`config.mk`:
```
export PLATFORM = sky130hd
export DESIGN_NAME = eeptr_top
export DESIGN_NICKNAME = d
export VERILOG_FILES = /design/src/rtl/eeptr_pkg.sv /design/src/rtl/eeptr_phase_ctl.sv /design/src/rtl/eeptr_addr_ctr.sv /design/src/rtl/eeptr_ovf_track.sv /design/src/rtl/eeptr_top.sv
export SDC_FILE = /design/constraint.sdc
export NUM_CORES = 1
export LEC_CHECK = 0
export BUFFER_PORTS_ARGS = -buffer_cell sky130_fd_sc_hd__buf_4
export CORE_MARGIN = 1
export CORE_UTILIZATION = 43
export DETAILED_ROUTE_END_ITERATION = 8
export PLACE_DENSITY = 0.73
export SETUP_SLACK_MARGIN = 0.02
export SLEW_MARGIN = 20
export SYNTH_ARGS = -nofsm -noshare
export SYNTH_HDL_FRONTEND = slang
export SYNTH_SLANG_ARGS = --single-unit
```
`constraint.sdc`:
```
create_clock -name clk -period 1.3 [get_ports clk]
set_input_delay 0.13 -clock clk [delete_from_list [all_inputs] [get_ports clk]]
set_output_delay 0.13 -clock clk [all_outputs]
set_load 0.1 [all_outputs]
```
`src/rtl/eeptr_pkg.sv`:
```
// Package: shared types for the serial EEPROM address pointer.
// Assumes byte events arrive as single-cycle pulses, at most one per cycle.
package eeptr_pkg;

    // Command phase of the slave between start and stop conditions
    typedef enum logic [1:0] {
        PH_IDLE  = 2'd0,   // not addressed, or between commands
        PH_WADDR = 2'd1,   // write select matched, word address expected
        PH_WDATA = 2'd2,   // write data phase
        PH_RDATA = 2'd3    // read data phase
    } phase_e;

endpackage

```
`src/rtl/eeptr_phase_ctl.sv`:
```
// Module: eeptr_phase_ctl
// Decodes the device-select byte and runs the command phase. Produces the
// load and advance strobes for the address counter. Assumes rst_n is the
// combined reset (external reset and power-good) and events are one-hot.
module eeptr_phase_ctl
    import eeptr_pkg::*;
#(
    parameter int          PREFIX_W = 5,
    parameter logic [4:0]  PREFIX   = 5'b10101,
    parameter int          BLK_HI_W = 2
) (
    input  logic                clk,
    input  logic                rst_n,
    input  logic                evt_start,
    input  logic                evt_stop,
    input  logic                evt_sel,
    input  logic [7:0]          sel_byte,
    input  logic                evt_word,
    input  logic                evt_data,
    input  logic                data_rd,
    output logic                sel_match,
    output logic [BLK_HI_W-1:0] blk_hi,
    output logic                load,
    output logic                adv_wr,
    output logic                adv_rd
);
    localparam int HI_LSB = 1;
    localparam int HI_MSB = HI_LSB + BLK_HI_W - 1;

    phase_e phase_q;
    logic   hit;
    logic   is_read;

    // Compare the fixed select prefix (the third device bit is fixed high)
    assign hit     = (sel_byte[7 -: PREFIX_W] == PREFIX[PREFIX_W-1:0]);
    assign is_read = sel_byte[0];

    // Strobes for the counter, gated by the current phase
    always_comb begin
        load   = evt_word && (phase_q == PH_WADDR);
        adv_wr = evt_data && !data_rd && (phase_q == PH_WDATA);
        adv_rd = evt_data &&  data_rd && (phase_q == PH_RDATA);
    end

    // Phase, select-match and pending block-bit registers
    always_ff @(posedge clk) begin
        if (!rst_n) begin
            phase_q   <= PH_IDLE;
            sel_match <= 1'b0;
            blk_hi    <= '0;
        end else if (evt_start || evt_stop) begin
            phase_q   <= PH_IDLE;
            sel_match <= 1'b0;
        end else if (evt_sel) begin
            sel_match <= hit;
            if (!hit) begin
                phase_q <= PH_IDLE;
            end else if (is_read) begin
                phase_q <= PH_RDATA;
            end else begin
                phase_q <= PH_WADDR;
                blk_hi  <= sel_byte[HI_MSB:HI_LSB];
            end
        end else if (load) begin
            phase_q <= PH_WDATA;
        end
    end

    AST_SEL_NOMATCH: assert property (@(posedge clk) disable iff (!rst_n)
        (evt_sel && !hit) |=> !sel_match);
    AST_STOP_DESELECT: assert property (@(posedge clk) disable iff (!rst_n)
        (evt_start || evt_stop) |=> !sel_match);
    AST_ONE_STROBE: assert property (@(posedge clk) disable iff (!rst_n)
        $onehot0({load, adv_wr, adv_rd}));

endmodule

```
`src/rtl/eeptr_addr_ctr.sv`:
```
// Module: eeptr_addr_ctr
// Holds the memory address. It loads a full address on command and advances
// either within the page (writes) or within the block (reads). Assumes at
// most one of load, adv_wr and adv_rd is high in a cycle.
module eeptr_addr_ctr #(
    parameter int BLK_W  = 3,
    parameter int PAGE_W = 3,
    parameter int BYTE_W = 4
) (
    input  logic                                clk,
    input  logic                                rst_n,
    input  logic                                load,
    input  logic [BLK_W+PAGE_W+BYTE_W-1:0]      load_val,
    input  logic                                adv_wr,
    input  logic                                adv_rd,
    output logic [BLK_W+PAGE_W+BYTE_W-1:0]      addr
);
    localparam int OFF_W  = PAGE_W + BYTE_W;
    localparam int ADDR_W = BLK_W + OFF_W;

    logic [BYTE_W-1:0] byte_inc;
    logic [OFF_W-1:0]  off_inc;

    // Incremented fields; the carry out is dropped so each wraps by itself
    always_comb begin
        byte_inc = addr[BYTE_W-1:0] + 1'b1;
        off_inc  = addr[OFF_W-1:0] + 1'b1;
    end

    // Address register: load, page-wrapped write advance, block-wrapped read advance
    always_ff @(posedge clk) begin
        if (!rst_n) begin
            addr <= '0;
        end else if (load) begin
            addr <= load_val;
        end else if (adv_wr) begin
            addr[BYTE_W-1:0] <= byte_inc;
        end else if (adv_rd) begin
            addr[OFF_W-1:0] <= off_inc;
        end
    end

    AST_RD_KEEPS_BLOCK: assert property (@(posedge clk) disable iff (!rst_n)
        adv_rd |=> addr[ADDR_W-1:OFF_W] == $past(addr[ADDR_W-1:OFF_W]));
    AST_WR_KEEPS_PAGE: assert property (@(posedge clk) disable iff (!rst_n)
        adv_wr |=> addr[ADDR_W-1:BYTE_W] == $past(addr[ADDR_W-1:BYTE_W]));
    AST_IDLE_HOLDS: assert property (@(posedge clk) disable iff (!rst_n)
        !(load || adv_wr || adv_rd) |=> $stable(addr));

endmodule

```
`src/rtl/eeptr_ovf_track.sv`:
```
// Module: eeptr_ovf_track
// Counts the write data bytes since the last word-address load and flags the
// first byte past one page. Assumes clr marks a start condition.
module eeptr_ovf_track #(
    parameter int PAGE_BYTES = 16
) (
    input  logic clk,
    input  logic rst_n,
    input  logic clr,
    input  logic load,
    input  logic adv_wr,
    output logic overflow
);
    localparam int CNT_W = $clog2(PAGE_BYTES + 1);
    localparam logic [CNT_W-1:0] CNT_FULL = CNT_W'(PAGE_BYTES);

    logic [CNT_W-1:0] cnt;

    // Saturating byte counter and sticky overflow flag
    always_ff @(posedge clk) begin
        if (!rst_n) begin
            cnt      <= '0;
            overflow <= 1'b0;
        end else if (clr) begin
            cnt      <= '0;
            overflow <= 1'b0;
        end else if (load) begin
            cnt <= '0;
        end else if (adv_wr) begin
            if (cnt == CNT_FULL) begin
                overflow <= 1'b1;
            end else begin
                cnt <= cnt + 1'b1;
            end
        end
    end

    AST_START_CLEARS_OVF: assert property (@(posedge clk) disable iff (!rst_n)
        clr |=> !overflow);
    AST_OVF_STICKY: assert property (@(posedge clk) disable iff (!rst_n)
        (overflow && !clr) |=> overflow);

endmodule

```
`src/rtl/eeptr_top.sv`:
```
// Module: eeptr_top
// Address pointer for a two-wire serial memory slave. It takes byte-level
// events from a bus engine, decodes the select and word-address bytes and
// tracks the 10-bit memory address. Power-good low holds the logic in reset.
module eeptr_top #(
    parameter int BLK_W      = 3,
    parameter int PAGE_W     = 3,
    parameter int BYTE_W     = 4,
    parameter int WORD_W     = 8,
    parameter int PAGE_BYTES = 16
) (
    input  logic                          clk,
    input  logic                          rst_n,
    input  logic                          pwr_good,
    input  logic                          evt_start,
    input  logic                          evt_stop,
    input  logic                          evt_sel,
    input  logic [7:0]                    sel_byte,
    input  logic                          evt_word,
    input  logic [WORD_W-1:0]             word_byte,
    input  logic                          evt_data,
    input  logic                          data_rd,
    output logic [BLK_W+PAGE_W+BYTE_W-1:0] mem_addr,
    output logic                          sel_match,
    output logic                          wr_overflow
);
    localparam int ADDR_W   = BLK_W + PAGE_W + BYTE_W;
    localparam int BLK_HI_W = ADDR_W - WORD_W;

    logic                srst_n;
    logic [BLK_HI_W-1:0] blk_hi;
    logic                load;
    logic                adv_wr;
    logic                adv_rd;
    logic [ADDR_W-1:0]   load_val;

    // Combined reset: external reset or missing power
    assign srst_n   = rst_n && pwr_good;
    // Full load value: block high bits from the select byte, rest from the word byte
    assign load_val = {blk_hi, word_byte};

    eeptr_phase_ctl #(
        .PREFIX_W (5),
        .PREFIX   (5'b10101),
        .BLK_HI_W (BLK_HI_W)
    ) phase_i (
        .clk       (clk),
        .rst_n     (srst_n),
        .evt_start (evt_start),
        .evt_stop  (evt_stop),
        .evt_sel   (evt_sel),
        .sel_byte  (sel_byte),
        .evt_word  (evt_word),
        .evt_data  (evt_data),
        .data_rd   (data_rd),
        .sel_match (sel_match),
        .blk_hi    (blk_hi),
        .load      (load),
        .adv_wr    (adv_wr),
        .adv_rd    (adv_rd)
    );

    eeptr_addr_ctr #(
        .BLK_W  (BLK_W),
        .PAGE_W (PAGE_W),
        .BYTE_W (BYTE_W)
    ) ctr_i (
        .clk      (clk),
        .rst_n    (srst_n),
        .load     (load),
        .load_val (load_val),
        .adv_wr   (adv_wr),
        .adv_rd   (adv_rd),
        .addr     (mem_addr)
    );

    eeptr_ovf_track #(
        .PAGE_BYTES (PAGE_BYTES)
    ) ovf_i (
        .clk      (clk),
        .rst_n    (srst_n),
        .clr      (evt_start),
        .load     (load),
        .adv_wr   (adv_wr),
        .overflow (wr_overflow)
    );

    AST_PWR_LOW_RESETS: assert property (@(posedge clk) disable iff (!rst_n)
        !pwr_good |=> (mem_addr == '0 && !sel_match && !wr_overflow));

endmodule

```
==> reports/summary.txt, run 1 <==
Register-to-register setup slack - -0.12 ns
Clock power share - 0.308
DIE AREA - 0.002604 mm²
Clock sink count - 21
Fin Clk Skew - 0.007962 ns
All-Layer GR Usage - 0.2356
Crit. End Element - register
Sw Share - 0.2260
Port-buffer cells - 36
Pin count of the biggest net entering global routing - 12
Max-Slew Margin vs Limit - 0.7514
Mean post-synth cell area - 8.541 µm²
Clock-pin slew on the worst setup and hold paths - 0.12 ns
Root Driver - clkbuf_4
Number of enable flip-flop cells after synthesis - 0
Die width - 51.03 µm
Ys async rst share - 0
Fin worst setup slack - -0.1215 ns
Hold Fails Final Rpt - 0
First-pass GRT wire length - 4560 µm
DRC - 0
Min Tclk post-route - 1.422 ns
Global placement routability congestion - 0.8760
Num rows - 17
Final period util - 1.093
Congestion Overflow GR - 0
CTS tree - yes
Reg area - 446.7 µm²
Final slew viol count - 0
Die H - 51.03 µm
Max Cap Violations - 0
Via count - 1135
Maximum vdd drop - 0.7389 mV
R2R Path End - ovf_i.cnt[1]$_SDFFE_PP0P_
Routed len/inst - 13.99 µm
Post-CTS Hold Buffers - 0
Syn Nets - 149
R2r worst-path depth - 5
I/O pin cnt - 37
Post-Syn Instances - 121
FF-to-FF Start - phase_i.phase_q[0]$_SDFFE_PP0P_
Count of cell types in the netlist - 34
H-tree levels - 1
DR iter-0 viols - 23
Fmax - 703.5 MHz
Core ar. - 0.002233 mm²
Routed wire length - 2938 µm
Num CTS Buffers - 3
Synth-to-Final Area Change - 70.70%
Commonest cells after routing, fill and taps aside - buf_4 (56), nand2_1 (15), dfxtp_1 (10)
RSZ-0062 raised after global routing - true
Vias per Instance - 5.405
Synth Flop Type - dfxtp_1
Area occupied by multi-input gates - 772.0 µm²
Critical path class - reg -> reg
Pleak - 0.6713 nW
Total of warnings raised by yosys - 0
CP arrival - 1.63 ns
Psw - 0.2376 mW
Power per cell area - 595.7 mW/mm²
CP max FO - 4
WHS - 0.05755 ns
Final nets - 211
Final Power - 1.051 mW
CP Launch Point - phase_i.phase_q[0]$_SDFFE_PP0P_
Clk buf depth - 2
Number of nets with antenna violations after routing - 0
Worst-Skew Late Latency - 0.30 ns
Worst setup path end - ovf_i.cnt[1]$_SDFFE_PP0P_
Starting Density - 0.4627
Int Power - 0.8134 mW
Share of post-route cells with drive strength above 1 - 0.5934
Post-DP HPWL - 2089 µm
Number of diodes - 0
Startpoint types - register
Antenna violations before repair - 0
Outcome - finished, violations left
Final setup violation count - 14
Vias in the first global route - 1047
Drt pass-1 iters - 4
Worst EP required - 1.51 ns
Seq pwr share - 0.603
Setup_tns - -0.8808 ns
Fill count - 138
Failing checks - negative setup slack
Hold_sp - sel_byte[2]
Commonest non-fill, non-tap cell in the layout - buf_4
Register area share after synthesis - 0.4068
Comb pwr share - 0.089
Post-Syn Area - 0.001033 mm²
Hold Crit Class - in -> reg
Seq cells post-synth - 21
Measured slew at the worst slew-check pin - 0.3720 ns
what timing repair did:
action | CTS | global route
buffers inserted | 4 | 6
hold endpoints to repair | 0 | 0
gates resized for setup | 14 | 33
endpoints found under the setup margin | 14 | 15
pin swaps | 11 | 15
Yosys cell counts (all sizes together) (2+ instances only):
| master | n | share of area |
|---|---|---|
| o21ai | 5 | 0.024 |
| nor4 | 2 | 0.012 |
| and2 | 4 | 0.024 |
| mux2i | 3 | 0.029 |
| nand4 | 3 | 0.018 |
| nor2 | 9 | 0.033 |
| o311ai | 2 | 0.017 |
| buf | 2 | 0.0097 |
| and3b | 2 | 0.017 |
| xor2 | 2 | 0.017 |
| xnor2 | 2 | 0.017 |
| or3 | 5 | 0.035 |
| inv | 2 | 0.0073 |
| a21oi | 13 | 0.063 |
| nand3b | 3 | 0.022 |
| dfxtp | 21 | 0.41 |
| a21o | 3 | 0.022 |
| nand2 | 17 | 0.062 |
| nor3 | 3 | 0.015 |
| nand3 | 3 | 0.015 |
| clkbuf | 2 | 0.0073 |
| ha | 3 | 0.036 |
worst max-delay path, cell delays in order (launching register included):
cell      delay, ns
dfxtp_2        0.36
and4bb_2       0.33
buf_4          0.13
nor2b_4        0.17
mux2i_1        0.28
nor2_2         0.05
per-layer routing:
layer  part of all wire  track usage  vias up
met3              0.041      0.05060        2
met2               0.53       0.4386       32
met1               0.42       0.2546      540
met5                  0            0        -
met4             0.0058      0.09259        0
li1                   -            -      561
how the worst min path moves through the flow:
stage,to,slack [ns],depth (start not counted)
floorplan,ovf_i.overflow$_SDFFE_PP0P_,0.21,1
global placement,phase_i.blk_hi[0]$_SDFFE_PN0P_,0.36,3
detailed placement,phase_i.blk_hi[1]$_SDFFE_PN0P_,0.37,3
CTS,phase_i.blk_hi[1]$_SDFFE_PN0P_,0.06,3
global route,ctr_i.addr[7]$_SDFFE_PN0P_,0.07,3
finish,phase_i.blk_hi[1]$_SDFFE_PN0P_,0.06,3
cells by family after synthesis:
logic type               count (synthesis)  synth area share
adder cells (fa/ha/maj)                  3           0.03632
multiplexers                             3           0.02906
buffers and inverters                    6           0.02422
AND/OR/NAND/NOR                         58            0.3220
AO/OA/AOI/OAI                           26            0.1477
XOR/XNOR                                 4           0.03390
flip-flops                              21            0.4068
final cells by class:
| cell class | instances | share of cell area |
|---|---|---|
| clock buffer | 4 | 0.01489 |
| timing repair buffer | 61 | 0.2702 |
| tap | 28 | 0.01986 |
| multi-input combinational | 94 | 0.4376 |
| sequential | 21 | 0.2532 |
| inverter | 2 | 0.004255 |
registers in the layout (all words and copies together) (netlist names):
signal and count:
ctr_i.addr 10, phase_i.phase_q 2, phase_i.blk_hi 2, ovf_i.cnt 5, phase_i.sel_match 1, ovf_i.overflow 1
power by group through the flow:
stage | logic [mW] | clock network [mW] | registers (mW)
5_1_grt | 0.100 | 0.355 | 0.634
4_1_cts | 0.0913 | 0.316 | 0.634
3_3_place_gp | 0.0843 | 0 | 0.648
2_1_floorplan | 0.0158 | 0 | 0.649
6_report | 0.0941 | 0.323 | 0.634
3_5_place_dp | 0.0884 | 0 | 0.648
metrics by stage:
stage | utilization | instances | setup WS (ns) | area (µm²)
floorplan | - | 121 | -0.01682 | 1092
global placement | 0.6655 | 196 | -0.1269 | 1486
detailed placement | 0.6655 | 196 | -0.1590 | 1486
CTS | 0.7132 | 204 | -0.03859 | 1593
global route | 0.7899 | 210 | -0.1843 | 1764
finish | 0.7899 | 210 | -0.1215 | 1764
(Power assumes the default switching activity.)
==> run 2, diff against run 1 <==
--- a/config.mk
+++ b/config.mk
@@ -14,4 +14,5 @@
 export SLEW_MARGIN = 20
 export SYNTH_ARGS = -nofsm -noshare
 export SYNTH_HDL_FRONTEND = slang
+export SYNTH_HIERARCHICAL = 1
 export SYNTH_SLANG_ARGS = --single-unit
==> run 2 against run 1 <==
Effect of this change:
- the flow still finishes with violations (negative setup slack)
- clock skew about the same
- cell count down 3.3%
- count of clock-buffer cells in the layout unchanged
- non-clock buffer count down 10
- sequential share of layout area is 2.9 points higher
- synthesized cell count unchanged
- final area is 9.9% lower
- largest cell class unchanged
- highest routed layer unchanged
==> reports/summary.txt, run 2 <==
Hold Crit Class - in -> reg
Fin worst setup slack - -0.05918 ns (+0.06235 ns)
Max Cap Violations - 0 (unchanged)
All-Layer GR Usage - 0.2078 (-0.02780)
Global placement routability congestion - 0.7747 (-12%)
Post-DP HPWL - 1805 µm (-14%)
Failing checks - negative setup slack
CTS tree - yes
Largest Register - ctr_i/addr
Core ar. - 0.002233 mm² (unchanged)
Count of cell types in the netlist - 31 (-8.8%)
Ys async rst share - 0 (unchanged)
Final Power - 1.047 mW (-0.34%)
Final setup violation count - 5 (-9)
Number of nets with antenna violations after routing - 0 (unchanged)
Port-buffer cells - 36 (unchanged)
Mean post-synth cell area - 8.562 µm² (+0.24%)
Num rows - 17 (unchanged)
Worst-Skew Late Latency - 0.30 ns (about the same)
RSZ-0062 raised after global routing - true
Synth-to-Final Area Change - 53.38%
DIE AREA - 0.002610 mm² (+0.24%)
R2r worst-path depth - 5 (unchanged)
Clock-pin slew on the worst setup and hold paths - 0.12 ns (about the same)
Total of warnings raised by yosys - 6 (+6)
Crit. End Element - register
Worst EP required - 1.54 ns (+0.03 ns)
Top cell type's share of synthesized area - 0.4058 (-0.0009826)
CP arrival - 1.60 ns (-0.03 ns)
Seq cells post-synth - 21 (unchanged)
Commonest cells after routing, fill and taps aside - buf_4 (49), o21ai_0 (11), nand2_1 (11), dfxtp_1 (11)
Top-count cell post-synth - dfxtp_1
Routed len/inst - 11.79 µm (-16%)
Measured slew at the worst slew-check pin - 0.4098 ns (+0.03780 ns)
Routed wire length - 2393 µm (-19%)
Antenna violations before repair - 0 (unchanged)
CP max FO - 4 (unchanged)
Startpoint types - register
DP Area - 0.001483 mm² (-0.25%)
Via count - 1063 (-6.3%)
Fmax - 735.7 MHz (+4.6%)
Critical path class - reg -> reg
Share of post-route cells with drive strength above 1 - 0.4686 (-0.1248)
Die width - 51.09 µm (+0.12%)
Outcome - finished, violations left
Die H - 51.09 µm (+0.12%)
Final nets - 204 (-3.3%)
Crit path largest cell delay - 0.46 ns (+0.10 ns)
Commonest non-fill, non-tap cell in the layout - buf_4
Final slew viol count - 0 (unchanged)
H-tree levels - 1 (unchanged)
Post-synth top area cell - dfxtp_1
Post-Syn Instances - 121 (unchanged)
Clock sink count - 21 (unchanged)
Maximum vdd drop - 0.8368 mV (+13%)
Number of diodes - 0 (unchanged)
Vias per Instance - 5.236 (-3.1%)
I/O pin cnt - 37 (unchanged)
Hold depth - 2 (-1)
Syn Nets - 149 (unchanged)
Fin Clk Skew - 0.008221 ns (+0.0002590 ns)
Max stage delay cell, worst path - or4_4
Power per cell area - 659.1 mW/mm² (+11%)
Number of enable flip-flop cells after synthesis - 0 (unchanged)
DR iter-0 viols - 7 (-70%)
Synth Flop Type - dfxtp_1
Largest registers - ctr_i/addr x10, ovf_i/cnt x5
DRC - 0 (unchanged)
Hold Fails Final Rpt - 0 (unchanged)
Drt pass-1 iters - 4 (unchanged)
Pin count of the biggest net entering global routing - 14 (+2)
Register area share after synthesis - 0.4058 (-0.0009826)
Final period util - 1.046 (-0.04796)
Starting Density - 0.4639 (+0.001121)
Max-Slew Margin vs Limit - 0.7253 (-0.02609)
Max reg flops - 10 (unchanged)
Post-Syn Area - 0.001036 mm² (+0.24%)
Post-synth top cells - dfxtp_1 (21), nand2_1 (15), o21ai_0 (14)
Fill count - 176 (+28%)
Pleak - 0.6013 nW (-10%)
Inst Count DP - 195 (-0.51%)
First-pass GRT wire length - 4105 µm (-10%)
Min Tclk post-route - 1.359 ns (-0.06235 ns)
Crit path cell chain - nand2_4 -> nor2_4 -> nand2_2 -> or4_4 -> a31oi_1
Clk buf depth - 2 (unchanged)
Design Area, Final - 0.001589 mm² (-9.9%)
Fin cells - 203 (-3.3%)
Num CTS Buffers - 3 (unchanged)
Root Driver - clkbuf_4
Largest cells by area after synthesis - dfxtp_1 (41%), o21ai_0 (6.8%), nand2_1 (5.4%), mux2i_1 (4.8%), ha_1 (3.6%)
Vias in the first global route - 1016 (-3.0%)
Congestion Overflow GR - 0 (unchanged)
-- run 2: cell types whose count changed after synthesis, sizes merged, moves of 3 or more --
cell,before,now
a21o,3,0
a21oi,13,6
a31oi,0,5
and2,4,1
inv,2,7
o21ai,5,14
-- run 2: power breakdown --
group / internal, mW / switching [mW]
sequential: 0.631 / 0.000602
combinational: 0.0625 / 0.0358
clock: 0.120 / 0.198
-- run 2: critical path: cells and delay by family (launching register included) --
kind	cells	cell delay, ns
flops	1	0.37
compound gates	1	0.16
simple gates	4	0.76
-- run 2: cells by family after synthesis --
logic type	count (synthesis)	share of synthesized area
compound gates	30	0.1643
mux	5	0.04831
fa+ha+maj	3	0.03624
xor+xnor	3	0.02537
buf+inv	9	0.03503
simple gates	50	0.2850
flops	21	0.4058
-- run 2: timing repair --
item	in CTS	in global routing
buffers inserted	2	1
endpoints found under the setup margin	16	16
hold buffers	1	0
hold endpoints to repair	1	0
pin swaps	12	7
resized for setup	10	10
cloned	1	0
-- run 2: layout make-up --
type                       count  area [µm²]  share of cell area
tap                           28       35.03             0.02205
timing repair buffer          51       389.1              0.2449
clock buffer                   4       26.28             0.01654
multi-input combinational     92       664.4              0.4181
inverter                       7       26.28             0.01654
sequential                    21       447.9              0.2819
-- run 2: per-layer routing --
| metal | track usage | part of all wire |
|---|---|---|
| met4 | 0.1157 | 0.0067 |
| met2 | 0.3728 | 0.49 |
| met3 | 0.02976 | 0.046 |
| met5 | 0 | 0 |
| met1 | 0.2320 | 0.46 |
-- run 2: worst paths after layout --
kind	startpoint	to	slack, ns
max	phase_i/phase_q[1]$_SDFFE_PP0P_	ctr_i/addr[4]$_SDFFE_PN0P_	-0.06
min	evt_sel	phase_i/phase_q[1]$_SDFFE_PP0P_	0.02
max reg2reg	phase_i/phase_q[1]$_SDFFE_PP0P_	ctr_i/addr[4]$_SDFFE_PN0P_	-0.06
min reg2reg	phase_i/blk_hi[1]$_SDFFE_PN0P_	phase_i/blk_hi[1]$_SDFFE_PN0P_	0.47
-- run 2: stage by stage --
step                      setup TNS [ns]  worst slack (ns)    util  hold WS [ns]
after floorplan                  -0.2280          -0.07324       -        0.1995
after global placement           -0.5571          -0.08574  0.6639        0.3183
after detailed placement          -1.081           -0.1323  0.6639        0.3204
after CTS                        -0.1682          -0.05448  0.7042     0.0009404
after global routing              -1.014           -0.1487  0.7115       0.01765
final                            -0.1538          -0.05918  0.7115       0.02148
==> run 3, diff against run 2 <==
--- a/config.mk
+++ b/config.mk
@@ -10,6 +10,7 @@
 export CORE_UTILIZATION = 43
 export DETAILED_ROUTE_END_ITERATION = 8
 export PLACE_DENSITY = 0.73
+export REMOVE_ABC_BUFFERS = 1
 export SETUP_SLACK_MARGIN = 0.02
 export SLEW_MARGIN = 20
 export SYNTH_ARGS = -nofsm -noshare
==> run 3 against run 2 <==
Effect of this change:
- the flow still finishes with violations (negative setup slack)
- count of clock-buffer cells in the layout is 1 lower
- clock power up 1%
- total power increased by 1.2%
- sequential share of layout area is 0.47 points lower
- routed wire length shrank 2.7%
- register-to-register slack got worse by 0.02 ns
- sequential power rose by 2%
- final area shrank 3.7%
- critical path type unchanged
- largest power group unchanged
- highest routed layer unchanged
==> reports/summary.txt, run 3 (same netlist as run 2, synthesis figures left out) <==
Fmax - 725.2 MHz (-1.4%)
Num CTS Buffers - 3 (unchanged)
Maximum vdd drop - 0.7026 mV (-16%)
Power per cell area - 693.0 mW/mm² (+5.1%)
Number of diodes - 0 (unchanged)
Fin worst setup slack - -0.07884 ns (-0.01966 ns)
Register-to-register setup slack - -0.08 ns (-0.02 ns)
Die width - 51.09 µm (unchanged)
Worst EP required - 1.53 ns (about the same)
Crit. End Element - register
R2R Path End - ctr_i/addr[5]$_SDFFE_PN0P_
Root Driver - clkbuf_4
Vias per Instance - 5.165 (-1.4%)
Clock sink count - 21 (unchanged)
CTS tree - yes
Clk buf depth - 2 (unchanged)
R2r worst-path depth - 6 (+1)
Fin Clk Skew - 0.009247 ns (+0.001026 ns)
Synth-to-Final Area Change - 47.71%
Number of nets with antenna violations after routing - 0 (unchanged)
Commonest non-fill, non-tap cell in the layout - buf_4
Routed wire length - 2328 µm (-2.7%)
Hold Fails Final Rpt - 0 (unchanged)
Clock-pin slew on the worst setup and hold paths - 0.13 ns (about the same)
Largest Register - ctr_i/addr
First-pass GRT wire length - 3850 µm (-6.2%)
Area occupied by multi-input gates - 604.3 µm² (-9.0%)
Hold depth - 2 (unchanged)
Fill count - 180 (+2.3%)
GR Util met1 - 0.2194 (-0.01267)
Met3 usage - 0.03571 (+0.005952)
Outcome - finished, violations left
Reg area - 424.2 µm² (-5.3%)
Final setup violation count - 4 (-1)
Min Tclk post-route - 1.379 ns (+0.01966 ns)
Final slew viol count - 0 (unchanged)
Worst-Skew Late Latency - 0.30 ns (about the same)
H-tree levels - 1 (unchanged)
Post-DP HPWL - 1751 µm (-3.0%)
Max-Slew Margin vs Limit - 0.7573 (+0.03191)
Global placement routability congestion - 0.8285 (+6.9%)
DIE AREA - 0.002610 mm² (unchanged)
Hold_sp - evt_sel
Inst Count DP - 198 (+1.5%)
Hold Crit Class - in -> reg
Via count - 1064 (+0.094%)
Startpoint types - register
Fin cells - 206 (+1.5%)
Design Area, Final - 0.001530 mm² (-3.7%)
DR iter-0 viols - 7 (unchanged)
Num rows - 17 (unchanged)
DP Area - 0.001444 mm² (-2.6%)
Final period util - 1.061 (+0.01513)
Routing usage on met2 - 0.3728 (unchanged)
Pin count of the biggest net entering global routing - 13 (-1)
Hold endpoint - phase_i/phase_q[1]$_SDFFE_PP0P_
Final nets - 207 (+1.5%)
Commonest cells after routing, fill and taps aside - buf_4 (53), dfxtp_1 (18), o21ai_0 (14), nand2_1 (14), nor2_1 (7)
Largest registers - ctr_i/addr x10, ovf_i/cnt x5
Starting Density - 0.4639 (unchanged)
FF-to-FF Start - phase_i/phase_q[1]$_SDFFE_PP0P_
Max Cap Violations - 0 (unchanged)
I/O pin cnt - 37 (unchanged)
RSZ-0062 raised after global routing - true
Routed len/inst - 11.30 µm (-4.1%)
Antenna violations before repair - 0 (unchanged)
Measured slew at the worst slew-check pin - 0.3641 ns (-0.04564 ns)
Vias in the first global route - 999 (-1.7%)
WHS - 0.008997 ns (-0.01248 ns)
Pleak - 0.6051 nW (+0.63%)
Share of post-route cells with drive strength above 1 - 0.4045 (-0.06408)
Busiest grt layer - met2
DRC - 0 (unchanged)
Max reg flops - 10 (unchanged)
Core ar. - 0.002233 mm² (unchanged)
Drt pass-1 iters - 4 (unchanged)
Setup_tns - -0.1095 ns (+0.04425 ns)
All-Layer GR Usage - 0.1966 (-0.01117)
Port-buffer cells - 36 (unchanged)
Critical path class - reg -> reg
Failing checks - negative setup slack
Congestion Overflow GR - 0 (unchanged)
CP arrival - 1.60 ns (about the same)
CP max FO - 5 (+1)
Die H - 51.09 µm (unchanged)
[run 3: cell count changes in the layout (fill, tap and decap cells not counted), moves of 2 or more]
cell     previous run  this run
buf_4              49        53
dfxtp_1            11        18
dfxtp_4             6         0
nand2_1            11        14
nand2_4             2         0
o21ai_0            11        14
o21ai_1             3         0
[run 3: metal layers]
layer,share of wire,vias up
met5,0,-
met2,0.51,28
met3,0.040,2
met1,0.44,485
li1,-,549
met4,0.0034,0
[run 3: final cells by class]
class                           instances  area share
Sequential cell                        21      0.2772
Inverter                                7     0.01717
Clock buffer                            3     0.01472
Multi-Input combinational cell         91      0.3949
Tap cell                               28     0.02289
Clock inverter                          1    0.003271
Timing Repair Buffer                   55      0.2698
[run 3: metrics by stage]
step,total power [mW],utilization,worst slack [ns]
4_1_cts,1.074,0.6745,-0.06157
3_5_place_dp,0.7495,0.6465,-0.08995
5_1_grt,1.102,0.6852,-0.1383
6_report,1.060,0.6852,-0.07884
2_1_floorplan,0.6828,-,-0.6926
3_3_place_gp,0.7474,0.6465,-0.05202
[run 3: worst max-delay path by stage]
stage / from / endpoint / slack [ns] / depth (start not counted)
after detailed placement: phase_i/phase_q[1]$_SDFFE_PP0P_ / ctr_i/addr[5]$_SDFFE_PN0P_ / -0.09 / 6
after global placement: phase_i/phase_q[1]$_SDFFE_PP0P_ / ctr_i/addr[6]$_SDFFE_PN0P_ / -0.05 / 6
final: phase_i/phase_q[1]$_SDFFE_PP0P_ / ctr_i/addr[5]$_SDFFE_PN0P_ / -0.08 / 6
after CTS: phase_i/phase_q[1]$_SDFFE_PP0P_ / ctr_i/addr[5]$_SDFFE_PN0P_ / -0.06 / 6
after floorplan: ctr_i/addr[1]$_SDFFE_PN0P_ / ctr_i/addr[4]$_SDFFE_PN0P_ / -0.69 / 4
after global routing: phase_i/phase_q[0]$_SDFFE_PP0P_ / ctr_i/addr[5]$_SDFFE_PN0P_ / -0.14 / 6
[run 3: repair_timing]
action                     CTS  global route
hold buffers                 1             0
gates resized for setup      5             6
setup endpoints to repair    9            16
pin swaps                    7             1
hold endpoints to repair     1             0
buffers inserted             2             0
cloned                       0             1
[run 3: worst max-delay path, stage by stage, from the launching register on]
cell and delay, ns:
dfxtp_2 0.35, nand2_2 0.06, nor3_2 0.04, buf_4 0.14, nand4b_1 0.20, or3_1 0.34, a31oi_1 0.17
[run 3: report_power, final]
group	switching, mW	total (mW)	internal, mW
combinational	0.0331	0.0948	0.0617
sequential	0.000350	0.644	0.644
clock	0.207	0.321	0.115
total	0.240	1.06	0.820
